## src/rtl/dmaArbPkg.sv

```systemverilog
package dmaArbPkg;
  typedef enum logic [2:0] {
    ST_IDLE,
    ST_REQ,
    ST_WAIT,
    ST_OWN,
    ST_LOST
  } arbState_e;

  typedef struct packed {
    logic raiseReq;
    logic dropReq;
    logic latchWin;
    logic raiseAck;
    logic dropAck;
  } arbStrobe_t;
endpackage

```

## src/rtl/dmaArbData.sv

```systemverilog
module dmaArbData
  import dmaArbPkg::*;
#(
  parameter int LEVELS   = 7,
  parameter int MY_LEVEL = 4
) (
  input  logic              clk,
  input  logic              rstN,
  input  arbStrobe_t        strobe,
  input  logic [LEVELS-1:0] prioLinesN,
  output logic              winNow,
  output logic              reqDrv,
  output logic              prioDrv,
  output logic              ackDrv
);
  localparam int OWN_IDX = MY_LEVEL - 1;

  logic [LEVELS-1:0] higherMask;
  logic              wonLatched;

  // one mask bit per line numbered above this node's line
  for (genvar i = 0; i < LEVELS; i++) begin : g_mask
    assign higherMask[i] = (i > OWN_IDX);
  end

  assign winNow = !prioLinesN[OWN_IDX] && ((~prioLinesN & higherMask) == '0);

  always_ff @(posedge clk or negedge rstN) begin
    if (!rstN) begin
      reqDrv     <= 1'b0;
      prioDrv    <= 1'b0;
      ackDrv     <= 1'b0;
      wonLatched <= 1'b0;
    end else begin
      if (strobe.raiseReq) begin
        reqDrv  <= 1'b1;
        prioDrv <= 1'b1;
      end else if (strobe.dropReq) begin
        reqDrv  <= 1'b0;
        prioDrv <= 1'b0;
      end
      if (strobe.raiseAck)     ackDrv <= 1'b1;
      else if (strobe.dropAck) ackDrv <= 1'b0;
      if (strobe.latchWin)     wonLatched <= winNow;
      else if (strobe.dropAck) wonLatched <= 1'b0;
    end
  end


  won_before_ack_chk: assert property (@(posedge clk) disable iff (!rstN)
    $rose(ackDrv) |-> wonLatched);
endmodule

```

## src/rtl/dmaArbCtrl.sv

```systemverilog
module dmaArbCtrl
  import dmaArbPkg::*;
(
  input  logic       clk,
  input  logic       rstN,
  input  logic       reqIn,
  input  logic       busReqInN,
  input  logic       busGrantN,
  input  logic       grantAckInN,
  input  logic       addrStrobeN,
  input  logic       xferAckN,
  input  logic       winNow,
  input  logic       reqDrv,
  input  logic       ackDrv,
  output arbStrobe_t strobe
);
  arbState_e state, nextState;

  always_ff @(posedge clk or negedge rstN) begin
    if (!rstN) state <= ST_IDLE;
    else       state <= nextState;
  end

  always_comb begin
    nextState = state;
    strobe    = '0;
    unique case (state)
      ST_IDLE: begin
        if (reqIn && busReqInN && busGrantN && grantAckInN) begin
          strobe.raiseReq = 1'b1;
          nextState       = ST_REQ;
        end
      end
      ST_REQ: begin
        if (!grantAckInN) begin
          strobe.dropReq = 1'b1;
          nextState      = ST_IDLE;
        end else if (!busGrantN) begin
          strobe.latchWin = 1'b1;
          nextState       = winNow ? ST_WAIT : ST_LOST;
        end
      end
      ST_WAIT: begin
        if (!grantAckInN) begin
          strobe.dropReq = 1'b1;
          nextState      = ST_IDLE;
        end else if (addrStrobeN && xferAckN) begin
          strobe.raiseAck = 1'b1;
          strobe.dropReq  = 1'b1;
          nextState       = ST_OWN;
        end
      end
      ST_LOST: begin
        if (!grantAckInN) begin
          strobe.dropReq = 1'b1;
          nextState      = ST_IDLE;
        end
      end
      ST_OWN: begin
        if (!reqIn && xferAckN) begin
          strobe.dropAck = 1'b1;
          nextState      = ST_IDLE;
        end
      end
      default: nextState = ST_IDLE;
    endcase
  end


  idle_bus_start_chk: assert property (@(posedge clk) disable iff (!rstN)
    $rose(reqDrv) |-> $past(reqIn && busReqInN && busGrantN && grantAckInN));

  cycle_end_take_chk: assert property (@(posedge clk) disable iff (!rstN)
    $rose(ackDrv) |-> $past(addrStrobeN && xferAckN));

  ack_withdraw_chk: assert property (@(posedge clk) disable iff (!rstN)
    !grantAckInN |=> !reqDrv);

  no_preempt_chk: assert property (@(posedge clk) disable iff (!rstN)
    (ackDrv && reqIn) |=> ackDrv);

  release_order_chk: assert property (@(posedge clk) disable iff (!rstN)
    $fell(ackDrv) |-> $past(!reqIn && xferAckN));
endmodule

```

## src/rtl/dmaArbNode.sv

```systemverilog
module dmaArbNode
  import dmaArbPkg::*;
#(
  parameter int LEVELS   = 7,
  parameter int MY_LEVEL = 4
) (
  input  logic              clk,
  input  logic              rstN,
  input  logic              reqIn,
  output logic              proceed,
  output logic              bufEn,
  input  logic              busReqInN,
  output logic              busReqDrvN,
  input  logic              busGrantN,
  input  logic              grantAckInN,
  output logic              grantAckDrvN,
  input  logic              addrStrobeN,
  input  logic              xferAckN,
  input  logic [LEVELS-1:0] prioLinesN,
  output logic [LEVELS-1:0] prioDrvN
);
  localparam int OWN_IDX = MY_LEVEL - 1;

  arbStrobe_t strobe;
  logic       winNow, reqDrv, prioDrv, ackDrv;

  dmaArbCtrl u_ctrl (
    .clk(clk), .rstN(rstN), .reqIn(reqIn),
    .busReqInN(busReqInN), .busGrantN(busGrantN), .grantAckInN(grantAckInN),
    .addrStrobeN(addrStrobeN), .xferAckN(xferAckN),
    .winNow(winNow), .reqDrv(reqDrv), .ackDrv(ackDrv), .strobe(strobe)
  );

  dmaArbData #(.LEVELS(LEVELS), .MY_LEVEL(MY_LEVEL)) u_data (
    .clk(clk), .rstN(rstN), .strobe(strobe), .prioLinesN(prioLinesN),
    .winNow(winNow), .reqDrv(reqDrv), .prioDrv(prioDrv), .ackDrv(ackDrv)
  );

  for (genvar i = 0; i < LEVELS; i++) begin : g_prio
    if (i == OWN_IDX) begin : g_own
      assign prioDrvN[i] = ~prioDrv;
    end else begin : g_other
      assign prioDrvN[i] = 1'b1;
    end
  end

  assign busReqDrvN   = ~reqDrv;
  assign grantAckDrvN = ~ackDrv;
  assign proceed      = ackDrv;
  assign bufEn        = ackDrv;


  req_prio_pair_chk: assert property (@(posedge clk) disable iff (!rstN)
    busReqDrvN == prioDrvN[OWN_IDX]);
endmodule

```

## config.mk

```make
export PLATFORM = sky130hd
export DESIGN_NAME = dmaArbNode
export DESIGN_NICKNAME = d
export VERILOG_FILES = /design/src/rtl/dmaArbPkg.sv /design/src/rtl/dmaArbData.sv /design/src/rtl/dmaArbCtrl.sv /design/src/rtl/dmaArbNode.sv
export SDC_FILE = /design/constraint.sdc
export NUM_CORES = 1
export LEC_CHECK = 0
export ABC_AREA = 1
export BUFFER_PORTS_ARGS = -buffer_cell sky130_fd_sc_hd__buf_2
export CELL_PAD_IN_SITES_DETAIL_PLACEMENT = 1
export CELL_PAD_IN_SITES_GLOBAL_PLACEMENT = 2
export CORE_UTILIZATION = 18
export CTS_BUF_LIST = sky130_fd_sc_hd__clkbuf_4
export CTS_CLUSTER_DIAMETER = 150
export CTS_CLUSTER_SIZE = 24
export DETAILED_ROUTE_END_ITERATION = 16
export MAX_ROUTING_LAYER = met4
export PLACE_DENSITY = 0.79
export RECOVER_POWER = 25
export SYNTH_ARGS = -nofsm -noshare
export SYNTH_HDL_FRONTEND = slang
export SYNTH_SLANG_ARGS = --single-unit
```

## constraint.sdc

```tcl
create_clock -name clk -period 1.1 [get_ports clk]
set_input_delay 0.33 -clock clk [delete_from_list [all_inputs] [get_ports clk]]
set_output_delay 0.33 -clock clk [all_outputs]
set_load 0.01 [all_outputs]
```

==> run_summary.xml <==
<?xml version="1.0" encoding="UTF-8"?>
<metrics>
  <group name="power">
    <metric name="max-vdd-ir-drop" unit="mV">0.986</metric>
    <metric name="power_dens_cells" unit="nW/um^2">2260</metric>
    <metric name="finalPower" unit="mW">1.53</metric>
    <metric name="leakage" unit="nW">0.353</metric>
  </group>
  <group name="clocking">
    <metric name="tritoncts_clock_tree" unit="">built</metric>
    <metric name="h-tree-depth" unit="">1</metric>
    <metric name="clk_root_buffer_cell" unit="">sky130_fd_sc_hd__clkbuf_4</metric>
    <metric name="clk_latency" unit="ps">250</metric>
    <metric name="cts_buffers" unit="">3</metric>
    <metric name="cts_max_path_buffers" unit="">2</metric>
    <metric name="cts.sink_count" unit="">5</metric>
    <metric name="clock_slew_at_reported_path_ffs" unit="ps">50</metric>
  </group>
  <group name="sta">
    <metric name="unrepaired_setup_endpoints_after_global_routing" unit="">yes</metric>
    <metric name="finalCritPeriodShare" unit="%">105</metric>
    <metric name="final_critical_path_setup_slack" unit="ps">-51.2</metric>
    <metric name="finalCriticalPeriod" unit="ps">1150</metric>
    <metric name="final_number_of_setup_violating_endpoints" unit="">9</metric>
    <metric name="fin_skew" unit="ps">6.12</metric>
    <metric name="finalHoldViolations" unit="">0</metric>
    <metric name="slew_violations" unit="">0</metric>
    <metric name="fin_worst_hold_slack" unit="ps">396</metric>
    <metric name="max_clock_freq" unit="MHz">869</metric>
  </group>
  <group name="floorplanning">
    <metric name="core_region_area" unit="sq um">2230</metric>
    <metric name="die-area" unit="sq um">2610</metric>
    <metric name="die_height" unit="microns">51.1</metric>
    <metric name="start_util" unit="%">19.4</metric>
    <metric name="num_io_pins" unit="">26</metric>
    <metric name="floorplan.die.width" unit="microns">51.1</metric>
    <metric name="core.rowCount" unit="">17</metric>
  </group>
  <group name="logic_synthesis">
    <metric name="yosys_register_bits" unit="">5</metric>
    <metric name="synth_cell_types" unit="">15</metric>
    <metric name="ys_warn_count" unit="">0</metric>
    <metric name="synth.avg_cell_area" unit="sq um">6.29</metric>
    <metric name="mappedNetlistArea" unit="sq um">434</metric>
    <metric name="synth_top_area_share" unit="%">28.8</metric>
    <metric name="fraction_of_the_yosys_area_taken_by_sequential_cells" unit="%">28.8</metric>
    <metric name="netlist_instances" unit="">69</metric>
    <metric name="synth_top_area_cell" unit="">sky130_fd_sc_hd__dfrtp_1</metric>
    <metric name="netlist_top_cells_area" unit="">sky130_fd_sc_hd__dfrtp_1 (29%), sky130_fd_sc_hd__nand2_1 (19%), sky130_fd_sc_hd__buf_4 (14%)</metric>
  </group>
  <group name="grt">
    <metric name="grt_pass1_wl" unit="microns">1890</metric>
    <metric name="globalRouteOverflowTotal" unit="">0</metric>
    <metric name="antenna_found_initial" unit="">0</metric>
    <metric name="grtUsageTotal" unit="%">10.1</metric>
    <metric name="maximum_number_of_pins_on_one_net_before_global_route_repair" unit="">8</metric>
    <metric name="number_of_global_route_vias_before_repair" unit="">475</metric>
  </group>
  <group name="worst_setup_path">
    <metric name="worst-path-max-fanout" unit="">7</metric>
    <metric name="critical_path_class" unit="">reg2reg</metric>
    <metric name="timing.critical_path.to_type" unit="">flip-flop</metric>
    <metric name="arrival" unit="ps">1320</metric>
    <metric name="setup.worst_path.start_class" unit="">flip-flop</metric>
    <metric name="timing.critical_path.required" unit="ps">1270</metric>
  </group>
  <group name="finish">
    <metric name="layout.cell_area.non_filler" unit="sq um">677</metric>
    <metric name="final-instance-count-excl-fill" unit="">126</metric>
    <metric name="design.final.nets" unit="">114</metric>
    <metric name="antenna_diode_count" unit="">0</metric>
    <metric name="drive_above_1_share" unit="%">52.0</metric>
    <metric name="most_frequent_cells_in_the_layout" unit="">sky130_fd_sc_hd__nand2_1 (19), sky130_fd_sc_hd__buf_2 (12), sky130_fd_sc_hd__buf_4 (11)</metric>
    <metric name="layout.cells.most_common" unit="">sky130_fd_sc_hd__nand2_1</metric>
    <metric name="syn2layout_area_growth" unit="%">55.9</metric>
  </group>
  <group name="place">
    <metric name="dp_cells" unit="">117</metric>
    <metric name="place.port_buffers" unit="">16</metric>
    <metric name="post_dp_cell_area" unit="sq um">561</metric>
    <metric name="globalplace.congestion" unit="">0.758</metric>
    <metric name="dpl_worst_slack" unit="ps">-131</metric>
    <metric name="dpl.hpwl" unit="microns">917</metric>
  </group>
  <group name="status">
    <metric name="violations" unit="">setup timing</metric>
    <metric name="outcome" unit="">complete, but fails checks</metric>
  </group>
  <group name="route">
    <metric name="drt_iter0_drc" unit="">1</metric>
    <metric name="drt_first_pass_iters" unit="">2</metric>
    <metric name="routed-via-count" unit="">517</metric>
    <metric name="drc_errors" unit="">0</metric>
    <metric name="antenna_left" unit="">0</metric>
    <metric name="wl_per_cell" unit="microns">9.48</metric>
    <metric name="detail_route.wirelength" unit="microns">1190</metric>
    <metric name="routed_via_density" unit="">4.10</metric>
  </group>
  <group name="run">
    <metric name="max_cap_viol_count" unit="">0</metric>
  </group>
  <group name="hold_path">
    <metric name="hold_crit_path_type" unit="">in2reg</metric>
  </group>
</metrics>
## repair_timing
action	4_1_cts	5_1_grt
pin swaps	1	1
endpoints found under the hold margin	5	0
endpoints found under the setup margin	10	10
hold buffers	1	0
setup buffers	3	1
resized for setup	10	8
## state kept, by name, indices dropped and copies added (netlist names)
name / cells
u_ctrl.state: 3
u_data.ackDrv: 1
u_data.prioDrv: 1
## path summary, 6_finish.rpt
path                            startpoint         endpoint  slack (ps)  depth (start not counted)
hold reg to reg              u_data.ackDrv    u_data.ackDrv         670                          3
setup / recovery           u_ctrl.state[2]  u_ctrl.state[1]         -50                          7
setup reg to reg           u_ctrl.state[2]  u_ctrl.state[1]         -50                          7
max in group asynchronous             rstN  u_ctrl.state[1]         390                          2
hold / removal                 addrStrobeN    u_data.ackDrv         400                          3
min in group asynchronous             rstN    u_data.ackDrv         470                          2
## synthesized netlist by cell type, drive strengths merged
cell type and n:
nand3 6, a21oi 2, dfrtp 5, nor3 1, buf 8, nor2 12, o22ai 1, o21ai 2
inv 6, nand2 25, conb 1
## kinds of logic after synthesis
logic type	after synthesis	share of synthesized area (%)
and+or+nand+nor	44	45.2
buffers and inverters	14	19.0
AOI/OAI and AO/OA	5	6.05
DFF	5	28.8
other	1	0.864
## metal layers
metal / vias to the layer above / wire length, microns / global-route usage [%]
li1: 263 / - / -
met3: 0 / 66 / 3.57
met5: - / 0 / -
met2: 23 / 642 / 18.0
met4: 0 / 0 / 2.78
met1: 231 / 485 / 10.4
## power breakdown
| part | total, mW | switching (mW) | internal [mW] |
|---|---|---|---|
| Sequential | 0.386 | 0.120 | 0.267 |
| Clock | 0.241 | 0.0792 | 0.162 |
| Combinational | 0.899 | 0.426 | 0.473 |
| Total | 1.53 | 0.625 | 0.902 |
## final cells by class
| cell class | count | area [sq um] |
|---|---|---|
| fillers | 297 | 1560 |
| multi-input cells | 55 | 270 |
| repair buffers | 28 | 190 |
| flip-flops and latches | 5 | 129 |
| well taps | 28 | 35.0 |
| clock buffers | 4 | 30.0 |
| inverters | 6 | 22.5 |
## through the flow
step                      utilization (%)  setup TNS [ps]
final                                30.3            -219
after global routing                 30.3            -862
after CTS                            28.9            -301
after detailed placement             25.1            -358
after global placement               25.1            -281
after floorplan                         -               0
## critical path, stage by stage, from the launching register on
cell	delay [ps]
sky130_fd_sc_hd__dfrtp_2	450
sky130_fd_sc_hd__inv_2	90
sky130_fd_sc_hd__nand2_1	60
sky130_fd_sc_hd__nor2_2	120
sky130_fd_sc_hd__nand2_2	90
sky130_fd_sc_hd__o21ai_0	90
sky130_fd_sc_hd__nand3_1	100
sky130_fd_sc_hd__nand2_1	80
No activity file was read; power rests on OpenSTA's default activity.
